`src/rtl/aer_relay_pkg.sv`:
```
package aer_relay_pkg;
  typedef enum logic {
    SRC_LOC = 1'b0,
    SRC_UP  = 1'b1
  } src_e;

  // number of reserved flag bits at the top of a head word
  localparam int RSV_BITS = 2;
endpackage

```
`src/rtl/aer_up_fifo.sv`:
```
module aer_up_fifo #(
  parameter int W     = 8,
  parameter int DEPTH = 64
) (
  input  logic         clk,
  input  logic         rst,
  input  logic         wr_valid,
  input  logic [W-1:0] wr_data,
  input  logic         wr_last,
  output logic         wr_ready,
  output logic         rd_valid,
  output logic [W-1:0] rd_data,
  output logic         rd_last,
  input  logic         rd_ready
);
  localparam int AW = $clog2(DEPTH);
  localparam logic [AW:0] FULL = DEPTH;

  logic [W:0]    mem [DEPTH];
  logic [AW-1:0] wr_ptr, rd_ptr;
  logic [AW:0]   cnt;
  logic [W:0]    q;
  logic          push, fetch;

  assign wr_ready = (cnt != FULL);
  assign push     = wr_valid && wr_ready;
  assign fetch    = (cnt != '0) && (!rd_valid || rd_ready);

  // storage without reset so it maps onto block RAM
  always_ff @(posedge clk) begin
    if (push) mem[wr_ptr] <= {wr_last, wr_data};
    if (fetch) q <= mem[rd_ptr];
  end

  always_ff @(posedge clk) begin
    if (rst) begin
      wr_ptr   <= '0;
      rd_ptr   <= '0;
      cnt      <= '0;
      rd_valid <= 1'b0;
    end else begin
      if (push) wr_ptr <= wr_ptr + 1'b1;
      if (fetch) rd_ptr <= rd_ptr + 1'b1;
      case ({push, fetch})
        2'b10:   cnt <= cnt + 1'b1;
        2'b01:   cnt <= cnt - 1'b1;
        default: cnt <= cnt;
      endcase
      if (fetch) rd_valid <= 1'b1;
      else if (rd_ready) rd_valid <= 1'b0;
    end
  end

  assign rd_data = q[W-1:0];
  assign rd_last = q[W];
endmodule

```
`src/rtl/aer_head_bump.sv`:
```
module aer_head_bump #(
  parameter int W = 8
) (
  input  logic         clk,
  input  logic         rst,
  input  logic         in_valid,
  input  logic [W-1:0] in_data,
  input  logic         in_last,
  output logic         in_ready,
  output logic         out_valid,
  output logic [W-1:0] out_data,
  output logic         out_head,
  output logic         out_last,
  input  logic         out_ready
);
  import aer_relay_pkg::*;
  localparam int AD = W - RSV_BITS;
  localparam logic [AD-1:0] ONE = 1;

  logic at_head;

  assign out_valid = in_valid;
  assign in_ready  = out_ready;
  assign out_head  = at_head;
  assign out_last  = in_last;
  assign out_data  = at_head ? {in_data[W-1:AD], in_data[AD-1:0] + ONE} : in_data;

  always_ff @(posedge clk) begin
    if (rst) at_head <= 1'b1;
    else if (in_valid && out_ready) at_head <= in_last;
  end
endmodule

```
`src/rtl/aer_head_insert.sv`:
```
module aer_head_insert #(
  parameter int W = 8
) (
  input  logic         clk,
  input  logic         rst,
  input  logic         loc_valid,
  input  logic [W-1:0] loc_data,
  input  logic         loc_last,
  output logic         loc_ready,
  output logic         out_valid,
  output logic [W-1:0] out_data,
  output logic         out_head,
  output logic         out_last,
  input  logic         out_ready
);
  logic pend;   // next output word is the inserted head

  assign out_valid = loc_valid;
  assign out_data  = pend ? '0 : loc_data;
  assign out_head  = pend;
  assign out_last  = !pend && loc_last;
  assign loc_ready = out_ready && !pend;

  always_ff @(posedge clk) begin
    if (rst) pend <= 1'b1;
    else if (loc_valid && out_ready) begin
      if (pend) pend <= 1'b0;
      else if (loc_last) pend <= 1'b1;
    end
  end
endmodule

```
`src/rtl/aer_pkt_arb.sv`:
```
module aer_pkt_arb #(
  parameter int W = 8
) (
  input  logic         clk,
  input  logic         rst,
  input  logic         a_valid,
  input  logic [W-1:0] a_data,
  input  logic         a_head,
  input  logic         a_last,
  output logic         a_ready,
  input  logic         b_valid,
  input  logic [W-1:0] b_data,
  input  logic         b_head,
  input  logic         b_last,
  output logic         b_ready,
  output logic         o_valid,
  output logic [W-1:0] o_data,
  output logic         o_head,
  output logic         o_last,
  input  logic         o_ready
);
  import aer_relay_pkg::*;

  logic locked;
  src_e owner, prio, choice, cur;
  logic take, xfer, w_last, w_head;
  logic [W-1:0] w_data;

  assign take = !o_valid || o_ready;

  always_comb begin
    if (a_valid && b_valid) choice = prio;
    else if (b_valid)       choice = SRC_UP;
    else                    choice = SRC_LOC;
    cur = locked ? owner : choice;
  end

  assign a_ready = take && (cur == SRC_LOC);
  assign b_ready = take && (cur == SRC_UP);
  assign xfer    = (a_valid && a_ready) || (b_valid && b_ready);
  assign w_data  = (cur == SRC_UP) ? b_data : a_data;
  assign w_head  = (cur == SRC_UP) ? b_head : a_head;
  assign w_last  = (cur == SRC_UP) ? b_last : a_last;

  always_ff @(posedge clk) begin
    if (rst) begin
      o_valid <= 1'b0;
      o_data  <= '0;
      o_head  <= 1'b0;
      o_last  <= 1'b0;
      locked  <= 1'b0;
      owner   <= SRC_LOC;
      prio    <= SRC_LOC;
    end else if (take) begin
      o_valid <= xfer;
      if (xfer) begin
        o_data <= w_data;
        o_head <= w_head;
        o_last <= w_last;
        if (w_last) begin
          locked <= 1'b0;
          prio   <= (cur == SRC_LOC) ? SRC_UP : SRC_LOC;
        end else begin
          locked <= 1'b1;
          owner  <= cur;
        end
      end
    end
  end
endmodule

```
`src/rtl/aer_merge_relay.sv`:
```
module aer_merge_relay #(
  parameter int W     = 8,
  parameter int DEPTH = 64
) (
  input  logic         clk,
  input  logic         rst,
  input  logic         loc_valid,
  input  logic [W-1:0] loc_data,
  input  logic         loc_last,
  output logic         loc_ready,
  input  logic         up_valid,
  input  logic [W-1:0] up_data,
  input  logic         up_last,
  output logic         up_ready,
  output logic         out_valid,
  output logic [W-1:0] out_data,
  output logic         out_head,
  output logic         out_last,
  input  logic         out_ready
);
  logic         f_valid, f_last, f_ready;
  logic [W-1:0] f_data;
  logic         u_valid, u_head, u_last, u_ready;
  logic [W-1:0] u_data;
  logic         l_valid, l_head, l_last, l_ready;
  logic [W-1:0] l_data;

  aer_up_fifo #(.W(W), .DEPTH(DEPTH)) i_fifo (
    .clk(clk), .rst(rst),
    .wr_valid(up_valid), .wr_data(up_data), .wr_last(up_last), .wr_ready(up_ready),
    .rd_valid(f_valid), .rd_data(f_data), .rd_last(f_last), .rd_ready(f_ready)
  );

  aer_head_bump #(.W(W)) i_bump (
    .clk(clk), .rst(rst),
    .in_valid(f_valid), .in_data(f_data), .in_last(f_last), .in_ready(f_ready),
    .out_valid(u_valid), .out_data(u_data), .out_head(u_head), .out_last(u_last),
    .out_ready(u_ready)
  );

  aer_head_insert #(.W(W)) i_ins (
    .clk(clk), .rst(rst),
    .loc_valid(loc_valid), .loc_data(loc_data), .loc_last(loc_last), .loc_ready(loc_ready),
    .out_valid(l_valid), .out_data(l_data), .out_head(l_head), .out_last(l_last),
    .out_ready(l_ready)
  );

  aer_pkt_arb #(.W(W)) i_arb (
    .clk(clk), .rst(rst),
    .a_valid(l_valid), .a_data(l_data), .a_head(l_head), .a_last(l_last), .a_ready(l_ready),
    .b_valid(u_valid), .b_data(u_data), .b_head(u_head), .b_last(u_last), .b_ready(u_ready),
    .o_valid(out_valid), .o_data(out_data), .o_head(out_head), .o_last(out_last),
    .o_ready(out_ready)
  );
endmodule

```
`config.mk`:
```
export PLATFORM = sky130hd
export DESIGN_NAME = aer_merge_relay
export DESIGN_NICKNAME = d
export VERILOG_FILES = /design/src/rtl/aer_relay_pkg.sv /design/src/rtl/aer_up_fifo.sv /design/src/rtl/aer_head_bump.sv /design/src/rtl/aer_head_insert.sv /design/src/rtl/aer_pkt_arb.sv /design/src/rtl/aer_merge_relay.sv
export SDC_FILE = /design/constraint.sdc
export NUM_CORES = 1
export LEC_CHECK = 0
export BUFFER_PORTS_ARGS = -buffer_cell sky130_fd_sc_hd__buf_2
export CORE_MARGIN = 10
export CORE_UTILIZATION = 30
export DETAILED_ROUTE_END_ITERATION = 10
export PLACE_DENSITY_LB_ADDON = 0.2
export SLEW_MARGIN = 25
export SYNTH_ARGS = -nofsm -noshare
export SYNTH_HDL_FRONTEND = slang
export SYNTH_HIERARCHICAL = 1
export SYNTH_SLANG_ARGS = --single-unit
```
`constraint.sdc`:
```
create_clock -name clk -period 5.9 [get_ports clk]
set_clock_uncertainty 0.05 [all_clocks]
set_input_delay 0 -clock clk [delete_from_list [all_inputs] [get_ports clk]]
set_output_delay 0 -clock clk [all_outputs]
set_load 0.01 [all_outputs]
```
* Word level (Yosys, flattened, before mapping)
Memories as Yosys holds them, arrays and structs flattened. A register that Yosys moved wholly into a read port is not among the register bits.
Cells that the tools add are included.
** Word-level totals
- Word-level logic and storage cells :: 62
- Latch bits :: 0
- Register bits :: 36
- Memories :: 1
- RAM bits :: 576
- Bits in read-only memories :: 0
** Operators by class
- Reduce and logical (&&, ||, !) cells :: 21
- Eq/ne operators :: 3
- $add $sub $neg :: 5
- Bitwise logic cells :: 2
- $mul :: 0
- Multiplexer cells :: 17
- Div/mod/pow operators :: 0
- Order comparisons :: 0
- Shifts and indexed selects :: 0
** Memories
- i_fifo.mem :: words 64, bits a word 9, read ports 1, clocked after Yosys merged registers in 1, wr ports 1, RTL line aer_up_fifo.sv:19 : logic [W:0] mem [DEPTH];
** Operator list (number)
- adder 6 x 1 -> 6 bit, second input constant :: 3
- two-way mux 8 bit :: 2
- one-hot mux 7 bit (2 select lines) :: 1
- two-way mux 1 bit :: 13
- logical AND 1 bit :: 9
- adder 7 x 1 -> 7 bit, second input constant :: 1
- inequality test 7 bit, second input constant :: 1
- nonzero test 7 bit :: 1
- subtractor 7 x 1 -> 7 bit, second input constant :: 1
- two-way mux 6 bit :: 1
- AND reduction 3 bit :: 2
- nonzero test 2 bit :: 2
- zero test 1 bit :: 3
- logical OR 1 bit :: 3
- == test 2 x 1 -> 1 bit, second input constant :: 1
- == test 2 bit, second input constant :: 1
- NOT 1 bit :: 2
- AND reduction 2 bit :: 1

* Depth between registers and ports, before layout
- Depth in word-level cells :: 8
- Depth in mapped cells :: 17
- Depth with buffers taken out :: 13

* Cells and area by module
The synthesis kept the hierarchy.
** By module, submodules not included
- aer_up_fifo :: area each 23865.4 sq um, cells each 1240, instances 1
- aer_pkt_arb :: area each 685.7 sq um, cells each 84, instances 1
- aer_head_bump :: area each 175.2 sq um, cells each 20, instances 1
- aer_head_insert :: area each 122.6 sq um, cells each 15, instances 1

* Least setup slack after synthesis
Ideal clock, no wire load.
- Path kind :: reg2reg
- From :: reg i_arb.locked
- To :: reg i_fifo.cnt[6]
- Path buffers :: 3
- Data required time :: 5723 ps
- Stages on the path, launching flop included :: 17
- Period minus slack after synthesis :: 3570 ps
- Slack :: 2330 ps
- Arrival :: 3393 ps
- Library setup time :: 127 ps
- Cell sequence :: dfxtp_1 > and2b_1 > a21boi_4 > nor2_2 > buf_4 > nand2b_1 > o41a_2 > buf_6 > ha_1 > clkbuf_1 > xor2_1 > ha_1 > a21oi_1 > o221ai_1 > a2111oi_0 > xnor2_1 > nor2_1
** On the way
- Word-level cells in the longest chain between the ends :: 6
- Elaborated cells between the ends (all ways) :: 8
- Those cells by class :: eq/ne (2); mux (2); reduce/logical (4)
** Ends and longest elaborated chain
- start: declaration :: RTL line aer_pkt_arb.sv:24 : logic locked;
- start signal: assignment :: RTL line aer_pkt_arb.sv:51 : locked <= 1'b0;
- start signal: assignment :: RTL line aer_pkt_arb.sv:61 : locked <= 1'b0;
- start signal: assignment :: RTL line aer_pkt_arb.sv:64 : locked <= 1'b1;
- two-way mux 1 bit (*) :: RTL line aer_pkt_arb.sv:35 : cur = locked ? owner : choice;
- logical AND 1 bit (*) :: RTL line aer_pkt_arb.sv:39 : assign b_ready = take && (cur == SRC_UP);
- net u_ready :: RTL line aer_merge_relay.sv:23 : logic u_valid, u_head, u_last, u_ready;
- logical OR 1 bit (*) :: RTL line aer_up_fifo.sv:27 : assign fetch = (cnt != '0) && (!rd_valid || rd_ready);
- logical AND 1 bit (*) :: RTL line aer_up_fifo.sv:27
- net i_fifo.fetch :: RTL line aer_up_fifo.sv:23 : logic push, fetch;
- == test 2 x 1 -> 1 bit or == test 2 bit (tied branches) :: RTL line aer_up_fifo.sv:44 : case ({push, fetch})
- one-hot mux 7 bit (2 select lines) or nonzero test 2 bit (tied branches)
- end signal: assignment :: RTL line aer_up_fifo.sv:45 : 2'b10: cnt <= cnt + 1'b1;
- end signal: assignment :: RTL line aer_up_fifo.sv:46 : 2'b01: cnt <= cnt - 1'b1;
- end signal: assignment :: RTL line aer_up_fifo.sv:47 : default: cnt <= cnt;
- end: declaration :: RTL line aer_up_fifo.sv:21 : logic [AW:0] cnt;
The timed path passes the listed nets; every way through them passes the cells marked *.
A chain may end at the register's enable or synchronous reset.

* Worst setup path in the final report
- From :: reg i_fifo.rd_valid
- To :: reg i_fifo.cnt[6]
** On the way
- Word-level cells in the longest chain between the ends :: 8
- Elaborated cells between the ends (all ways) :: 12
- Those cells by class :: eq/ne (2); mux (4); reduce/logical (6)
** Ends and longest elaborated chain
- start: declaration :: RTL line aer_up_fifo.sv:11 : output logic rd_valid,
- start signal: assignment :: RTL line aer_up_fifo.sv:40 : rd_valid <= 1'b0;
- start signal: assignment :: RTL line aer_up_fifo.sv:49 : if (fetch) rd_valid <= 1'b1;
- start signal: assignment :: RTL line aer_up_fifo.sv:50 : else if (rd_ready) rd_valid <= 1'b0;
- two-way mux 1 bit or logical AND 1 bit (tied branches) :: RTL line aer_pkt_arb.sv:33, aer_pkt_arb.sv:32
- two-way mux 1 bit (*) :: RTL line aer_pkt_arb.sv:32 : if (a_valid && b_valid) choice = prio;
- two-way mux 1 bit (*) :: RTL line aer_pkt_arb.sv:35
- logical AND 1 bit (*) :: RTL line aer_pkt_arb.sv:39
- net u_ready :: RTL line aer_merge_relay.sv:23
- logical OR 1 bit (*) :: RTL line aer_up_fifo.sv:27
- logical AND 1 bit (*) :: RTL line aer_up_fifo.sv:27
- == test 2 x 1 -> 1 bit or == test 2 bit (tied branches) :: RTL line aer_up_fifo.sv:44
- one-hot mux 7 bit (2 select lines) or nonzero test 2 bit (tied branches)
Marks and branches as above.

==> flow_summary.ini <==
[timing]
timing.fmax_mhz = 252
rsz0062_at_grt = false
period_needed_ns = 3.97
hold_viol = 0
slew_headroom = 0.301
fin_setup_tns_ns = 0
setup_violations = 0
tightest_slew_ns = 1.05
finalMaxSlewViolations = 0
finalCritPeriodShare = 0.673

[floorplanning]
rows = 105
core-area_mm2 = 0.0821
die_area_mm2 = 0.0947
die_w_um = 308
start_util = 0.303
io_pins = 36
die_y_um = 308

[pwr]
clockPowerShare = 0.364
peakVddDrop_mv = 0.191
internal_power_mw = 8.33
power_switching_mw = 3.12
comb_power_share = 0.185
powerDensity_mw_per_mm2 = 402
power_leakage_nw = 8.71
seqPwrFrac = 0.451
switching_share = 0.272
finalPower_mw = 11.4

[critical_path]
reg2reg_setup_slack_ns = 1.93
criticalPathCategory = reg -> reg
reg2reg_to = i_fifo/cnt[6]$_SDFFE_PP0P_
critPathMaxFanout = 17
required_ns = 6.29
crit_path_start_kind = flop
end_kind = flop
cp-startpoint = i_fifo/rd_valid$_SDFFE_PP0P_
rr_startpoint = i_fifo/rd_valid$_SDFFE_PP0P_
critPathArrivalTime_ns = 4.36
rr_worst_depth = 13
crit_path_end = i_fifo/cnt[6]$_SDFFE_PP0P_

[yosys]
yosys_most_used_dff = edfxtp_1
yosysSeqAreaShare = 0.736
yosysWarnings = 6
synth_seq_cells = 621
avgSynthCellArea_um2 = 18.3
post_synth_num_cell_types = 74
async_reset_ff_frac = 0
syn_area_mm2 = 0.0248
synth_cells = 1359
synth_enable_flop_cells = 585
synth_nets = 1388

[placement]
place_hpwl_um = 36100
io_buffers = 35
place_congestion = 0.784
post-place-cells = 2408

[detailed_routing]
wirelength_um = 60900
antenna_left = 0
first_pass_iters = 5
wire_per_inst_um = 23.9
route.vias.total = 12600
detail_route.vias_per_cell = 4.93
first_iter_violations = 946
drc = 0

[global_route]
grt_pass1_vias = 12800
grt_pass1_wl_um = 90600
grt.overflow.total = 0
antenna_found_initial = 0
grt_max_degree = 71
grtUsageTotal = 0.129

[run]
drv_cap = 0

[clock_tree]
clk_latency_ns = 0.61
clock_sink_count = 621
htree_levels = 3
post_cts_buffers = 0
clk_pin_slew_ns = 0.06
cts_root_buf = clkbuf_16
numCtsBuffers = 69
clock_path_buffers = 3
cts_tree = built

[finish]
final_util = 0.347
syn_to_final_growth_pct = 14.6
final.fill_count = 7639
drive_gt1_frac = 0.205
nNetsFinal = 1454
final_cell_mix = edfxtp_1, nor2_1, mux4_2, mux2i_1, clkbuf_16
layoutNonFillerInstCount = 2550
antennaDiodeCount = 0
layout_commonest_cell = edfxtp_1

[status]
status = completed

[min_path]
min_path_type = in -> reg
worstHoldStart = up_data[3]
## area by class of cell
type                    count  area, µm²  area share
clock buffers              90       1890      0.0664
clock inverters            36        289      0.0102
inverters                   3       11.3    0.000396
multi-input cells         653       6100       0.214
flip-flops and latches    621      18300       0.643
well taps                1070       1340      0.0470
repair buffers             77        543      0.0191
## state kept, by name, summed over array words and instances, names as in the netlist
name             cells
i_fifo/rd_ptr        6
i_arb/locked         1
i_arb/o_data         8
i_bump/out_head      1
i_fifo/rd_valid      1
i_arb/o_last         1
i_fifo/cnt           7
i_ins/out_head       1
i_arb/o_valid        1
i_arb/o_head         1
i_fifo/q             9
i_fifo/wr_ptr        6
i_arb/prio           1
i_fifo/mem         576
i_arb/owner          1
## power by group through the flow
stage | combinational (mW) | clock [mW] | sequential (mW)
after floorplan | 1.63 | 0 | 5.12
after global placement | 2.14 | 0 | 5.25
after detailed placement | 2.15 | 0 | 5.26
after CTS | 2.17 | 4.28 | 5.16
after global routing | 2.31 | 4.47 | 5.18
final | 2.12 | 4.16 | 5.16
## critical path: stages (launching register included)
cell       delay, ns
dfxtp_1         0.47
and2b_1         0.24
a21boi_4        0.12
nor2_2          0.18
nand2b_1        0.15
o41a_2          0.45
ha_1            0.56
xor2_1          0.13
ha_1            0.22
a21oi_1         0.30
o221ai_1        0.16
a2111oi_0       0.52
xnor2_1         0.19
nor2_1          0.06
## cell usage after synthesis (8+ instances only)
cell | number | area share
nor2_1 | 143 | 0.022
buf_4 | 17 | 0.0051
clkbuf_1 | 24 | 0.0036
o22ai_1 | 31 | 0.0078
edfxtp_1 | 585 | 0.71
a21oi_1 | 14 | 0.0028
a311oi_1 | 11 | 0.0039
buf_6 | 9 | 0.0041
mux2i_1 | 93 | 0.037
a211oi_1 | 8 | 0.0024
nand2b_1 | 9 | 0.0023
a211o_1 | 12 | 0.0042
mux4_2 | 108 | 0.098
buf_2 | 27 | 0.0054
dfxtp_1 | 36 | 0.029
nand2_1 | 47 | 0.0071
nor2b_1 | 20 | 0.0050
nand3_1 | 14 | 0.0028
xor2_1 | 11 | 0.0039
a31oi_1 | 8 | 0.0020
nor3_1 | 9 | 0.0018
## routing by layer
layer	vias to the layer above	GRT usage	routed length, µm
met5	-	0	0
met4	0	0.0460	1830
met3	108	0.0234	2520
met2	266	0.203	28600
met1	6585	0.177	28000
li1	5603	-	-
## worst min-delay path by stage
stage | cells after the start | end | slack, ns
3_3_place_gp | 2 | i_ins/out_head$_SDFFE_PP1P_ | 0.28
2_1_floorplan | 1 | i_arb/o_data[1]$_SDFFE_PP0P_ | 0.02
3_5_place_dp | 2 | i_ins/out_head$_SDFFE_PP1P_ | 0.30
6_report | 2 | i_fifo/mem[16][3]$_DFFE_PP_ | 0.01
4_1_cts | 2 | i_fifo/mem[16][3]$_DFFE_PP_ | 0.002
5_1_grt | 2 | i_fifo/mem[19][1]$_DFFE_PP_ | 0.03
## cells by family after synthesis
group / count (synthesis) / synth area share
buffers and inverters: 85 / 0.0199
AOI/OAI and AO/OA: 142 / 0.0432
adders and majority gates: 6 / 0.00302
xor gates and xnor gates: 19 / 0.00700
DFF: 621 / 0.736
and+or+nand+nor: 281 / 0.0538
muxes: 205 / 0.137
## through the flow
stage / setup WS [ns] / hold WS (ns) / instance area (µm²)
floorplan: 2.33 / 0.0221 / 24800
global placement: 1.96 / 0.284 / 26100
detailed placement: 1.91 / 0.302 / 26100
CTS: 1.89 / 0.00205 / 28500
global route: 1.49 / 0.0297 / 28500
finish: 1.93 / 0.0130 / 28500
## timing repair
| action | 4_1_cts | 5_1_grt |
|---|---|---|
| hold buffers | 16 | 0 |
| gates resized for setup | 0 | 0 |
| hold endpoints to repair | 39 | 0 |
(Power assumes the default switching activity.)
